$ cat src/rtl/bscan_chain.sv
module bscan_chain #(
  parameter int N = 8
) (
  input  logic         tck,
  input  logic         rst_n,
  input  logic         scan_in,
  input  logic         shift_sel,
  input  logic         capture_en,
  input  logic         update_en,
  input  logic         test_mode,
  input  logic [N-1:0] pin_in,
  output logic [N-1:0] par_out,
  output logic         scan_out
);

  logic [N-1:0] cap_q;
  logic [N-1:0] upd_q;
  logic [N-1:0] ser_in;

  for (genvar i = 0; i < N; i++) begin : g_cell
    if (i == 0) begin : g_head
      assign ser_in[i] = scan_in;
    end else begin : g_link
      assign ser_in[i] = cap_q[i-1];
    end

    always_ff @(posedge tck or negedge rst_n) begin
      if (!rst_n)          cap_q[i] <= 1'b0;
      else if (capture_en) cap_q[i] <= shift_sel ? ser_in[i] : pin_in[i];
    end

    always_ff @(negedge tck or negedge rst_n) begin
      if (!rst_n)         upd_q[i] <= 1'b0;
      else if (update_en) upd_q[i] <= cap_q[i];
    end

    assign par_out[i] = (test_mode && rst_n) ? upd_q[i] : pin_in[i];
  end

  assign scan_out = cap_q[N-1];

endmodule

$ cat config.mk
export PLATFORM = sky130hd
export DESIGN_NAME = bscan_chain
export DESIGN_NICKNAME = d
export VERILOG_FILES = /design/src/rtl/bscan_chain.sv
export SDC_FILE = /design/constraint.sdc
export NUM_CORES = 1
export LEC_CHECK = 0
export BUFFER_PORTS_ARGS = -buffer_cell sky130_fd_sc_hd__buf_2
export CAP_MARGIN = 20
export CELL_PAD_IN_SITES_DETAIL_PLACEMENT = 2
export CELL_PAD_IN_SITES_GLOBAL_PLACEMENT = 2
export CORE_MARGIN = 2
export CORE_UTILIZATION = 33
export DETAILED_ROUTE_END_ITERATION = 12
export PLACE_DENSITY = 0.77
export SETUP_SLACK_MARGIN = 0.4
export SLEW_MARGIN = 0
export SYNTH_ARGS = -nofsm -noshare
export SYNTH_HDL_FRONTEND = slang
export SYNTH_SLANG_ARGS = --single-unit
$ cat constraint.sdc
create_clock -name tck -period 2 [get_ports tck]
set_input_delay 0.6 -clock tck [delete_from_list [all_inputs] [get_ports tck]]
set_output_delay 0.6 -clock tck [all_outputs]
set_load 0.05 [all_outputs]
# Word-level counts from Yosys, hierarchy flattened
# Cells that the tools add are included.
# totals
ff_bits	16
latch_bits	0
ramBits	0
romBits	0
inputBits	15
output_inout_bits	9
elab_cells	33
memories	0
# classes
n_addsub	0
mul	0
div	0
magnitude_cmp	0
n_eq_ne	0
n_shift	0
mux	16
bitwise	0
reduce_logical	1
# op_table
op	n
$mux W1	16
$logic_and A1 B1 Y1	1

# Longest topological paths before layout
# logic_depth
ltp_word	2
mapped_depth	4
ltp_nobuf	2

==> implementation parameters <==
Parameter                              Value

Detailed routing
  Vias per std cell ... slightly below 5
  Number of optimization iterations in the first detailed-route pass ... 4
  Wire length after detailed routing ... just under 2000 um
  Vias after detailed routing ... a little under 600
  Antenna-violating nets left ... 0
  Number of DRC markers after the initial detailed-route iteration ... 2
  DRC violation count after routing ... 0
  Final routed wire length divided by cell count ... ~17 um

Cells and area
  Count of inserted antenna diode cells ... 0
  P&R area growth vs syn ... 42.4%
  Layout net count ... around 110
  Fraction of final layout cells with drive strength greater than 1 ... between 50 and 60%
  Final standard cell area without fillers ... 1100 um^2

GRT
  Largest net degree at the start of global routing ... 17
  Global-route total usage across every layer ... ~16%
  Grt ovf ... 0
  Global-route wire length before repair ... about 3200 um
  Vias in the first global route ... around 670
  Antenna violations before repair ... 0

STA
  Final Setup Violations ... 8
  Unrepaired setup endpoints after global routing ... true
  Crit path setup slack, layout ... -0.681 ns
  Maximum clock skew at final layout ... 0.00549 ns
  Setup TNS ... -5.31 ns
  Number of slew-limit violations in the final report ... 0
  Total count of hold-check failures in the final report ... 0
  Worst slew margin ... between 80% and 90%
  Slew at the pin with the worst max-slew slack ... 0.283 ns

Critical path
  Nature of the critical path startpoint ... register
  Category of the critical setup timing path ... reg2out
  Library cell contributing the largest single delay on the critical path ... sky130_fd_sc_hd__dfrtn_1
  Largest stage delay, worst path ... 0.36 ns
  Critical Path Source ... upd_q[7]
  Worst path arrival time ... 2.08 ns
  Cells along the critical path ... mux2_4, buf_6
  Family of cells with the greatest summed delay on the critical path ... flip-flops
  Kind of end point of the critical path ... primary output
  Launch point of the worst reg-to-reg path ... cap_q[5]
  Crit Path Max Fanout ... 2
  Crit path buffers/inverters ... 1
  Required arrival time at the worst endpoint ... approximately 1.4 ns

Status
  Run status ... complete, but fails checks
  Violations in the final reports ... setup timing

Logic synthesis
  Cell taking the most area after synthesis ... sky130_fd_sc_hd__dfrtn_1
  Share of synthesized cell area in full adder, half adder and majority cells ... 0%
  Synth cell types ... 9
  Simple-gate area share of the yosys netlist ... roughly 4.7%
  Main area contributors after synthesis ... sky130_fd_sc_hd__dfrtn_1, sky130_fd_sc_hd__dfrtp_1, sky130_fd_sc_hd__mux2_2
  Combinational family with the most area after synthesis ... multiplexers
  Fraction of registers with async set or reset after synthesis ... 100%
  Xor and xnor area share after synthesis ... 0%
  Mapped Cells ... around 60
  Most numerous cell in the Yosys netlist ... sky130_fd_sc_hd__mux2_2
  Yosys warning total ... 0
  Sequential cell area fraction in the yosys report ... between 50% and 60%
  Number of nets in the synthesized netlist ... 76
  Number of enable flip-flop cells after synthesis ... 0
  Fraction of post-synthesis cell area in the top cell type by area ... between 20% and 30%
  Mean instance size in the synthesized netlist ... 12.7 um^2
  Number of synthesized register bits ... 16
  Ys flop type ... sky130_fd_sc_hd__dfrtp_1
  Post-synthesis instance area ... a little under 800 um^2
  Mux contribution to synthesized area ... about a third
  Synthesized-area fraction occupied by ao, oa, aoi and oai cells ... about 5.2%

Clock tree
  Library cell used as clock root buffer ... sky130_fd_sc_hd__clkbuf_4
  Number of clock sinks ... 16
  Later-pin clock latency in the skew report ... slightly below 0.3 ns
  Clock tree from TritonCTS ... built
  Total CTS buffers ... 3
  CTS HTree Levels ... 1
  Buffer levels on the longest clock path ... 2
  Post-CTS clock slew at the launch and capture registers of the worst setup and hold paths ... 0.10 ns

Floorplan
  Number of standard-cell rows in the floorplan ... 17
  Floorplan die area ... 2750 um^2
  Core Region ... approximately 2200 um^2
  Die span in y ... 52.5 um
  I/O Pins ... 24
  Starting density of the core ... between 30% and 40%
  Chip Width ... between 50 and 60 um

Placed design
  Post-place instance area ... 940 um^2
  Port-buffer cells ... 23
  Placed wire-length estimate ... approximately 1400 um
  RePlAce Congestion ... roughly 0.65

Run
  Max-capacitance violation count ... 0

Pwr
  Pwr dens ... about 840 nW/um^2
  Leak pwr ... between 0.5 and 0.6 nW
  Peak VDD IR ... roughly 460 uV

Worst hold path
  Worst min-delay path class ... in2async
layout make-up:
type | instances | area, um^2
Fill cell | 239 | 1110
Multi-Input combinational cell | 41 | 393
Sequential cell | 16 | 400
Timing Repair Buffer | 31 | 240
Clock buffer | 4 | 36.3
Tap cell | 28 | 35.0
registers in the layout, summed over array words and instances, names as in the netlist:
signal and count:
upd_q 8, cap_q 7, scan_out 1
cells in the final DEF, fill, tap and decap left out:
master,n
sky130_fd_sc_hd__a21oi_1,8
sky130_fd_sc_hd__buf_12,1
sky130_fd_sc_hd__buf_2,14
sky130_fd_sc_hd__buf_4,8
sky130_fd_sc_hd__buf_6,8
sky130_fd_sc_hd__clkbuf_4,3
sky130_fd_sc_hd__clkbuf_8,1
sky130_fd_sc_hd__dfrtn_1,8
sky130_fd_sc_hd__dfrtp_1,8
sky130_fd_sc_hd__mux2_2,1
sky130_fd_sc_hd__mux2_4,15
sky130_fd_sc_hd__mux2i_1,8
sky130_fd_sc_hd__nand2_2,1
sky130_fd_sc_hd__nor2_1,8
layer usage:
metal | wire [um] | share of wire [%] | global-route usage, % | vias up
met5 | 0 | 0 | 0 | -
met3 | 80 | 4.0 | 2.00 | 2
met1 | 856 | 43 | 20.3 | 305
met2 | 1040 | 52 | 27.5 | 14
met4 | 9 | 0.45 | 8.97 | 0
li1 | - | - | - | 276
cell families after synthesis:
group	after synthesis
DFF	16
and+or+nand+nor	9
muxes	24
AOI/OAI and AO/OA	8
buffers and inverters	4
timing repair:
item,CTS,global route
resized for setup,27,0
setup endpoints to repair,16,16
buffers inserted,0,5
hold buffers,0,0
metrics by stage:
step / setup slack [ns] / total power [mW] / utilization, % / instances / hold WS, ns
final: -0.681 / 0.927 / 49.9 / 120 / 0.280
after global routing: -0.719 / 0.974 / 49.9 / 120 / 0.278
after CTS: -0.694 / 0.921 / 48.2 / 115 / 0.268
after detailed placement: -0.410 / 0.645 / 42.5 / 111 / 0.461
after global placement: -0.395 / 0.632 / 42.5 / 111 / 0.450
after floorplan: -0.266 / 0.582 / - / 61 / 0.304
worst paths after layout:
kind	endpoint	slack, ns	cells after the start
min in group tck	upd_q[6]	0.46	1
worst min-delay path	scan_out	0.28	2
max in group asynchronous	upd_q[1]	0.61	2
worst min register to register	upd_q[6]	0.46	1
worst max-delay path	par_out[7]	-0.68	2
worst max register to register	upd_q[5]	0.16	1
where the power goes:
part / switching [mW] / internal [mW]
logic: 0.148 / 0.153
clock network: 0.107 / 0.111
registers: 0.0337 / 0.374
total: 0.289 / 0.638
Power figures use the tool's default switching activity.
